## src/rtl/flag_alu_pkg.sv

```systemverilog
package flag_alu_pkg;

  localparam int FLAG_W = 6;
  localparam int OP_W   = 4;

  typedef enum logic [OP_W-1:0] {
    OP_ADD  = 4'd0,
    OP_ADC  = 4'd1,
    OP_SUB  = 4'd2,
    OP_SBC  = 4'd3,
    OP_AND  = 4'd4,
    OP_OR   = 4'd5,
    OP_XOR  = 4'd6,
    OP_COM  = 4'd7,
    OP_TEST = 4'd8
  } alu_op_e;

  // bit 0 = c ... bit 5 = h
  typedef struct packed {
    logic h;
    logic d;
    logic pv;
    logic s;
    logic z;
    logic c;
  } flags_t;

endpackage

```

## src/rtl/flag_alu_addsub.sv

```systemverilog
module flag_alu_addsub #(
  parameter int W   = 16,
  parameter int NIB = 4
) (
  input  logic [W-1:0] a,
  input  logic [W-1:0] b,
  input  logic         sub,
  input  logic         cin,
  output logic [W-1:0] sum,
  output logic         carry,
  output logic         ovf,
  output logic         half
);

  logic [W-1:0] b_eff;
  logic         c_eff;
  logic [W:0]   full;
  logic [NIB:0] low;

  always_comb begin
    // a - b - c is formed as a + ~b + !c
    b_eff = sub ? ~b : b;
    c_eff = sub ? ~cin : cin;
    full  = {1'b0, a} + {1'b0, b_eff} + {{W{1'b0}}, c_eff};
    low   = {1'b0, a[NIB-1:0]} + {1'b0, b_eff[NIB-1:0]} + {{NIB{1'b0}}, c_eff};
    sum   = full[W-1:0];
    carry = sub ? ~full[W] : full[W];
    half  = sub ? ~low[NIB] : low[NIB];
    ovf   = (a[W-1] == b_eff[W-1]) && (full[W-1] != a[W-1]);
  end

endmodule

```

## src/rtl/flag_alu_logic.sv

```systemverilog
module flag_alu_logic
  import flag_alu_pkg::*;
#(
  parameter int W = 16
) (
  input  logic [OP_W-1:0] op,
  input  logic [W-1:0]    a,
  input  logic [W-1:0]    b,
  output logic [W-1:0]    r
);

  always_comb begin
    unique case (op)
      OP_AND:  r = a & b;
      OP_OR:   r = a | b;
      OP_XOR:  r = a ^ b;
      OP_COM:  r = ~a;
      OP_TEST: r = a | {W{1'b0}};
      default: r = '0;
    endcase
  end

endmodule

```

## src/rtl/flag_alu_select.sv

```systemverilog
module flag_alu_select
  import flag_alu_pkg::*;
#(
  parameter int DATA_W = 16,
  parameter int BYTE_W = 8
) (
  input  logic [OP_W-1:0]   op,
  input  logic              byte_sel,
  input  flags_t            fin,
  input  logic [BYTE_W-1:0] ar_b_sum,
  input  logic              ar_b_carry,
  input  logic              ar_b_ovf,
  input  logic              ar_b_half,
  input  logic [DATA_W-1:0] ar_w_sum,
  input  logic              ar_w_carry,
  input  logic              ar_w_ovf,
  input  logic [BYTE_W-1:0] lg_b,
  input  logic [DATA_W-1:0] lg_w,
  output logic [DATA_W-1:0] res,
  output flags_t            fout,
  output logic              we
);

  localparam int PAD_W = DATA_W - BYTE_W;

  logic is_arith;
  logic is_logic;
  logic is_sub;
  logic [DATA_W-1:0] ar_res;
  logic [DATA_W-1:0] lg_res;
  logic ar_carry;
  logic ar_ovf;

  always_comb begin
    is_arith = (op == OP_ADD) || (op == OP_ADC) || (op == OP_SUB) || (op == OP_SBC);
    is_logic = (op == OP_AND) || (op == OP_OR) || (op == OP_XOR) ||
               (op == OP_COM) || (op == OP_TEST);
    is_sub   = (op == OP_SUB) || (op == OP_SBC);
    ar_res   = byte_sel ? {{PAD_W{1'b0}}, ar_b_sum} : ar_w_sum;
    lg_res   = byte_sel ? {{PAD_W{1'b0}}, lg_b} : lg_w;
    ar_carry = byte_sel ? ar_b_carry : ar_w_carry;
    ar_ovf   = byte_sel ? ar_b_ovf : ar_w_ovf;
  end

  always_comb begin
    fout = fin;
    res  = '0;
    we   = 1'b0;
    if (is_arith) begin
      res     = ar_res;
      we      = 1'b1;
      fout.c  = ar_carry;
      fout.z  = (ar_res == '0);
      fout.s  = byte_sel ? ar_b_sum[BYTE_W-1] : ar_w_sum[DATA_W-1];
      fout.pv = ar_ovf;
      if (byte_sel) begin
        fout.d = is_sub;
        fout.h = ar_b_half;
      end
    end else if (is_logic) begin
      res    = lg_res;
      we     = (op != OP_TEST);
      fout.z = (lg_res == '0);
      fout.s = byte_sel ? lg_b[BYTE_W-1] : lg_w[DATA_W-1];
      if (byte_sel) begin
        fout.pv = ~(^lg_b);
      end
    end
  end

endmodule

```

## src/rtl/flag_alu.sv

```systemverilog
module flag_alu
  import flag_alu_pkg::*;
#(
  parameter int DATA_W = 16,
  parameter int BYTE_W = 8
) (
  input  logic              clk,
  input  logic              rst_n,
  input  logic              start_i,
  input  logic [3:0]        op_i,
  input  logic              byte_i,
  input  logic [15:0]       a_i,
  input  logic [15:0]       b_i,
  input  logic [5:0]        flags_i,
  output logic [15:0]       result_o,
  output logic [5:0]        flags_o,
  output logic              done_o,
  output logic              wr_en_o
);

  localparam int NIB_W = BYTE_W / 2;

  // reset: asserted at once, released on the clock
  logic [1:0] rst_pipe;
  logic       rst_sync_n;

  always_ff @(posedge clk or negedge rst_n) begin
    if (!rst_n) rst_pipe <= 2'b00;
    else        rst_pipe <= {rst_pipe[0], 1'b1};
  end
  assign rst_sync_n = rst_pipe[1];

  logic              sub_sel;
  logic              cin_sel;
  logic [BYTE_W-1:0] ab_sum;
  logic              ab_carry, ab_ovf, ab_half;
  logic [DATA_W-1:0] aw_sum;
  logic              aw_carry, aw_ovf, aw_half;
  logic [BYTE_W-1:0] lb_res;
  logic [DATA_W-1:0] lw_res;
  logic [DATA_W-1:0] new_res;
  flags_t            new_flags;
  logic              new_we;

  always_comb begin
    sub_sel = (op_i == OP_SUB) || (op_i == OP_SBC);
    cin_sel = ((op_i == OP_ADC) || (op_i == OP_SBC)) && flags_i[0];
  end

  flag_alu_addsub #(.W(BYTE_W), .NIB(NIB_W)) u_as_byte (
    .a(a_i[BYTE_W-1:0]), .b(b_i[BYTE_W-1:0]), .sub(sub_sel), .cin(cin_sel),
    .sum(ab_sum), .carry(ab_carry), .ovf(ab_ovf), .half(ab_half)
  );

  flag_alu_addsub #(.W(DATA_W), .NIB(NIB_W)) u_as_word (
    .a(a_i), .b(b_i), .sub(sub_sel), .cin(cin_sel),
    .sum(aw_sum), .carry(aw_carry), .ovf(aw_ovf), .half(aw_half)
  );

  flag_alu_logic #(.W(BYTE_W)) u_lg_byte (
    .op(op_i), .a(a_i[BYTE_W-1:0]), .b(b_i[BYTE_W-1:0]), .r(lb_res)
  );

  flag_alu_logic #(.W(DATA_W)) u_lg_word (
    .op(op_i), .a(a_i), .b(b_i), .r(lw_res)
  );

  flag_alu_select #(.DATA_W(DATA_W), .BYTE_W(BYTE_W)) u_sel (
    .op(op_i), .byte_sel(byte_i), .fin(flags_t'(flags_i)),
    .ar_b_sum(ab_sum), .ar_b_carry(ab_carry), .ar_b_ovf(ab_ovf), .ar_b_half(ab_half),
    .ar_w_sum(aw_sum), .ar_w_carry(aw_carry), .ar_w_ovf(aw_ovf),
    .lg_b(lb_res), .lg_w(lw_res),
    .res(new_res), .fout(new_flags), .we(new_we)
  );

  // word half carry is not a flag source; fold it into nothing observable
  logic unused_half;
  assign unused_half = aw_half;

  // next state
  logic [DATA_W-1:0] res_q, res_d;
  logic [5:0]        flg_q, flg_d;
  logic              done_q, done_d;
  logic              we_q, we_d;
  logic              upd_en;

  always_comb begin
    upd_en = start_i;
    done_d = start_i;
    we_d   = start_i && new_we;
    res_d  = (start_i && new_we) ? new_res : res_q;
    flg_d  = start_i ? new_flags : flg_q;
  end

  // registers
  always_ff @(posedge clk or negedge rst_sync_n) begin
    if (!rst_sync_n) begin
      res_q  <= '0;
      flg_q  <= '0;
      done_q <= 1'b0;
      we_q   <= 1'b0;
    end else begin
      done_q <= done_d;
      we_q   <= we_d;
      if (upd_en) begin
        res_q <= res_d;
        flg_q <= flg_d;
      end
    end
  end

  assign result_o = res_q;
  assign flags_o  = flg_q;
  assign done_o   = done_q;
  assign wr_en_o  = we_q;

endmodule

```

## config.mk

```make
export PLATFORM = sky130hd
export DESIGN_NAME = flag_alu
export DESIGN_NICKNAME = d
export VERILOG_FILES = /design/src/rtl/flag_alu_pkg.sv /design/src/rtl/flag_alu_addsub.sv /design/src/rtl/flag_alu_logic.sv /design/src/rtl/flag_alu_select.sv /design/src/rtl/flag_alu.sv
export SDC_FILE = /design/constraint.sdc
export NUM_CORES = 1
export LEC_CHECK = 0
export ABC_AREA = 0
export BUFFER_PORTS_ARGS = -buffer_cell sky130_fd_sc_hd__buf_2
export CAP_MARGIN = 0
export CELL_PAD_IN_SITES_DETAIL_PLACEMENT = 0
export CELL_PAD_IN_SITES_GLOBAL_PLACEMENT = 2
export CORE_MARGIN = 1.5
export CORE_UTILIZATION = 33
export CTS_CLUSTER_SIZE = 12
export DETAILED_ROUTE_END_ITERATION = 16
export GPL_TIMING_DRIVEN = 0
export PLACE_DENSITY = 0.88
export SLEW_MARGIN = 20
export SYNTH_ARGS = -nofsm -noshare
export SYNTH_HDL_FRONTEND = slang
export SYNTH_SLANG_ARGS = --single-unit
```

## constraint.sdc

```tcl
create_clock -name clk -period 1.25 [get_ports clk]
set_clock_uncertainty 0.15 [all_clocks]
set_input_delay 0.0625 -clock clk [delete_from_list [all_inputs] [get_ports clk]]
set_output_delay 0.0625 -clock clk [all_outputs]
set_load 0.01 [all_outputs]
```

Yosys cells after proc, flatten, opt, wreduce, memory -nomap -nowiden
Cells that the tools add are included.

Reductions and logical operators: 18. Equal/unequal tests: 13. Bitwise operators: 15. Mux-type cells: 24. $add $sub $neg: 6.

Operator list (count): $mux W16 (5); $pmux W16 S5 (1); $pmux W8 S5 (1); $logic_not A16 Y1 (2); $not A16 Y16 (2); $add A16 B16 Y17 (1); $add A17 B1 Y17 (1); $and A16 B16 Y16 (1); $eq A4 B3 Y1 const B (4); $not A8 Y8 (2); $or A16 B16 Y16 (1); $xor A16 B16 Y16 (1); $mux W1 (12); $add A8 B8 Y9 (1); $add A9 B1 Y9 (1); $logic_or A1 B1 Y1 (9); $and A8 B8 Y8 (1); $eq A4 B2 Y1 const B (2); $mux W8 (1); $or A8 B8 Y8 (1); $reduce_xor A8 Y1 (1); $xor A8 B8 Y8 (1); $mux W3 (2); $add A4 B4 Y5 (1); 11 further kinds (21).

Register bits after elaboration: 26. Word-level logic and storage cells: 81. Output and inout port bits: 24. Bits of input ports: 46.

Depth between registers and ports, before layout
Depth after elaboration: 10. Gate-level depth with buffers: 17.

Cells and area by module
From an unflattened synthesis, not the netlist that was laid out.

Cells, all modules: 562. Area, all modules: 4946.0 um^2.

Modules (own cells, without submodules): flag_alu_logic (u_lg_word) (cells each 159, times used 1, area an instance 1198.6 um^2, seq. area each 0.0 um^2); flag_alu (cells each 56, times used 1, area an instance 1007.2 um^2, seq. area each 650.6 um^2); flag_alu_addsub (u_as_word) (cells each 128, times used 1, area an instance 991.0 um^2, seq. area each 0.0 um^2); flag_alu_select (cells each 95, times used 1, area an instance 694.4 um^2, seq. area each 0.0 um^2); flag_alu_logic (u_lg_byte) (cells each 74, times used 1, area an instance 630.6 um^2, seq. area each 0.0 um^2); flag_alu_addsub (u_as_byte) (cells each 50, times used 1, area an instance 424.2 um^2, seq. area each 0.0 um^2).

Worst setup path before layout
No wires, ideal clock.

Kind: in2reg. From: input port op_i[3]. To: register flg_q[1], in the netlist flags_o[1]. Data arrival time: 3.181 ns. Path slack: -2.177 ns. Library setup time: 0.095 ns. Buffers on the path: 2. Cell stages on the path: 16. Data required time: 1.005 ns. Cell sequence: buf_2 -> nor2_1 -> and2_1 -> buf_2 -> xnor2_1 -> fa_1 -> inv_1 -> fa_1 -> nor2b_4 -> o21a_1 -> nor2_2 -> xnor2_1 -> or4_1 -> nor4_1 -> o2111ai_1 -> o31ai_1.

Cells in the longest elaborated chain, start to end: 9.

RTL lines: start, declared (RTL line flag_alu.sv:10) `input logic [3:0] op_i,`; parallel branches: the longest is 8 deep, another holds $add A16 B16 Y17; $mux W3 * (RTL line flag_alu_select.sv:49) `if (is_arith) begin`; end signal, assigned (RTL line flag_alu.sv:107) `flg_q <= flg_d;`; end, declared (RTL line flag_alu.sv:82) `logic [5:0] flg_q, flg_d;`.

Mark *: on every way between the ends. A chain may end at the register's enable or synchronous reset.

Final worst setup path
From: input port op_i[1]. To: register flg_q[1], in the netlist flags_o[1].

Same word-level chain as after synthesis.

==> results by group <==
Synthesis
  – Seq/Total Area, Yosys: 17.8%
  – Post-Synthesis Cells: 452
  – Area share of the largest cell type after synthesis: 17.8%
  – Cells taking the most area after synthesis: dfrtp_1, ha_1, xnor2_1, nand2_1, inv_1
  – Yosys warns: 0
  – Area of the mapped netlist: 0.00365 mm^2
  – Share of synthesized registers carrying an async set or reset: 100%
  – Total of flip-flops plus latches after synthesis: 26
  – Count of flip-flops with a built-in enable after synthesis: 0
  – Synth Net Count: 547
  – Unique cell type count in the Yosys netlist: 72
  – Avg Cell Area, Syn: roughly 8 um^2
  – Dominant synthesized flop cell: dfrtp_1
  – Cell accounting for the most synthesized area: dfrtp_1

Finish
  – Final Non-Filler Cells: about 710
  – Synth-to-layout area growth: 46.8%
  – Layout Nets: 667
  – Fraction of final layout cells with drive strength greater than 1: 39.9%
  – Fillers: between 1000 and 1500
  – Final design area excluding fillers: 0.00536 mm^2
  – Antenna diodes: 0
  – Commonest non-fill, non-tap cells in the layout: buf_2, inv_1, buf_4
  – Leading cell type in the layout, fill and taps excluded: buf_2

GRT
  – Total grt overflow: 0
  – Largest net degree at the start of global routing: 25
  – Global-route usage over all layers: 19.3%
  – Number of antenna violations at the first check in global routing: 0
  – Number of global-route vias before repair: about 3600
  – Wire length of the first global-routing pass: between 15000 and 20000 um

CTS
  – Clock tree from TritonCTS: yes
  – Clk Latency, worst-skew pair: ~0.27 ns
  – Number of H-tree branching levels: 1
  – Clock tree sinks: 26
  – Clock buffer depth: 2
  – Clock edge transition at the registers on the reported setup and hold paths: roughly 0.08 ns
  – Cell at the root of the clock tree: clkbuf_8
  – TritonCTS Buffers: 3

Timing
  – Final worst-path cycle share: 239%
  – Slew Limit Fails: 0
  – Hold Violations, Final: 0
  – Finish-stage setup viols: 21
  – Fmax: 0.335 GHz
  – Relative slew margins: about three fifths
  – Final worst-path setup slack: -1.73 ns
  – Transition at the pin with the smallest max-transition slack: 0.606 ns
  – Worst hold margin: 0.0380 ns
  – Unrepaired setup endpoints after global routing: true
  – Minimum clock period: 2.98 ns

Floorplanning
  – Effective utilization at floorplan: 33.8%
  – Floorplan die area: 0.0117 mm^2
  – Count of standard-cell rows: 38
  – Die Height: 108 um
  – Count of pins on the block boundary: 70
  – Floorplan die width: 108 um
  – Core area: 0.0108 mm^2

Place
  – Placer congestion estimate: 0.822
  – Worst setup slack before clock tree synthesis: -2.59 ns
  – Port-buffer cells: 65
  – Detailed placement HPWL: 8750 um
  – Post-DP Area: 0.00424 mm^2
  – Total instance count after detailed placement: 657

Min path
  – Endpoint with the worst hold slack: flags_o[3]
  – Instance count along the most critical hold path: 3
  – Worst hold path class: input port to flop
  – Hold Crit Start: flags_i[3]

Worst setup path
  – Depth of the most critical reg-to-reg path: 2
  – Reg-to-Reg End: flags_o[0]
  – Crit start category: input port
  – Required time reported for the critical path endpoint: 1.28 ns
  – Crit path kind: input port to flop
  – Worst Path Arrival: 3.01 ns
  – Endpoint kind of the worst setup timing path: flop
  – Crit-path max FO: 4
  – Worst reg2reg setup slack: roughly 0.20 ns
  – Reg-to-Reg Start: flags_o[0]

Power and ir drop
  – Power per cell area: 791 mW/mm^2
  – Static Leak: 2.45 nW
  – Largest vdd supply drop: 1.07 mV

Detailed routing
  – Mean number of vias per cell: 5.13
  – Starting DRC count in detailed routing: approximately 150
  – Count of TritonRoute iterations in the first routing pass: 4
  – Post-DRT Antenna Nets: 0
  – Post-detailed-route wirelength per cell: 16.2 um
  – Detailed-route wire length: ~12000 um
  – DRC violation count after routing: 0
  – Detailed-route via count: 3645

Run
  – Max cap viols: 0

Outcome
  – Violations in the final reports: negative setup slack
  – Result of the run: finished with violations
[per-stage QoR]
| stage | setup TNS [ns] | utilization, % | power [mW] |
|---|---|---|---|
| final | -25.00 | 49.7 | 4.24 |
| after global routing | -26.82 | 49.7 | 4.50 |
| after CTS | -23.94 | 45.5 | 3.88 |
| after detailed placement | -39.54 | 39.3 | 2.83 |
| after global placement | -39.32 | 39.3 | 2.80 |
| after floorplan | -28.68 | - | 2.30 |
[how the worst max path moves through the flow]
stage	to	depth (start not counted)	from	slack (ns)
detailed placement	flags_o[1]	17	op_i[3]	-2.59
CTS	flags_o[0]	16	op_i[1]	-1.68
global route	flags_o[1]	16	op_i[1]	-1.84
floorplan	flags_o[1]	17	op_i[1]	-1.96
finish	flags_o[1]	16	op_i[1]	-1.73
global placement	flags_o[1]	17	op_i[3]	-2.60
[critical path, stage by stage]
cell and delay (ns):
buf_12 0.10, buf_8 0.11, buf_8 0.12, and2_4 0.19, xnor2_4 0.18, fa_2 0.24, inv_2 0.04, fa_2 0.36
nor2b_4 0.15, o21a_1 0.17, nor2_4 0.06, xnor2_2 0.13, or4_4 0.56, nor4_4 0.19, o2111ai_2 0.16, o31ai_2 0.19
[routing by layer]
metal / part of all wire [%] / vias to the layer above / global-route usage, % / routed length [um]
met5: 0 / - / 0 / 0
met4: 0.55 / 0 / 2.44 / 63
met3: 4.7 / 6 / 0.784 / 541
met2: 48 / 85 / 33.6 / 5540
met1: 47 / 1736 / 27.2 / 5380
li1: - / 1818 / - / -
[kinds of logic after synthesis]
group / Yosys count / synth area share (%)
simple gates: 127 / 17.7
compound gates: 123 / 23.4
buf+inv: 72 / 8.54
fa+ha+maj: 49 / 17.2
xor+xnor: 39 / 9.36
flops: 26 / 17.8
mux: 15 / 5.86
other cells: 1 / 0.103
[report_power, final]
| group | switching, mW | internal (mW) |
|---|---|---|
| Combinational | 1.30 | 1.23 |
| Sequential | 0.0735 | 0.954 |
| Clock | 0.254 | 0.428 |
| Total | 1.63 | 2.61 |
[state kept, by name, summed over array words and instances, names as in the netlist]
name      count
done_o        1
flags_o       6
result_o     16
rst_pipe      2
wr_en_o       1
[cell usage after synthesis, types with 7 or more instances]
| cell | count |
|---|---|
| nand3_1 | 7 |
| a21oi_1 | 29 |
| clkbuf_1 | 8 |
| xnor2_1 | 33 |
| ha_1 | 47 |
| o211ai_1 | 13 |
| inv_1 | 45 |
| nor2_1 | 26 |
| buf_2 | 11 |
| o21ai_0 | 21 |
| a31oi_1 | 8 |
| nor2b_1 | 11 |
| nand2_1 | 47 |
| dfrtp_1 | 26 |
| mux2i_1 | 9 |
| nor3_1 | 8 |
[cell type report]
type	instances	area, um^2	area share [%]
clock buffers	3	41.3	0.770
inverters	47	176	3.29
multi-input cells	354	3260	60.9
well taps	140	175	3.27
plain buffers	21	224	4.18
flip-flops and latches	26	652	12.2
repair buffers	119	796	14.8
clock inverters	1	30.0	0.560
[repair_timing]
action                                  in CTS  in global routing
resized for setup                           69                 55
endpoints found under the setup margin      21                 47
gates cloned                                 0                  0
endpoints found under the hold margin        6                  0
hold buffers                                 6                  0
pin swaps                                   42                 37
setup buffers                               29                 20
Note: power is estimated with default switching activity, not from simulation.
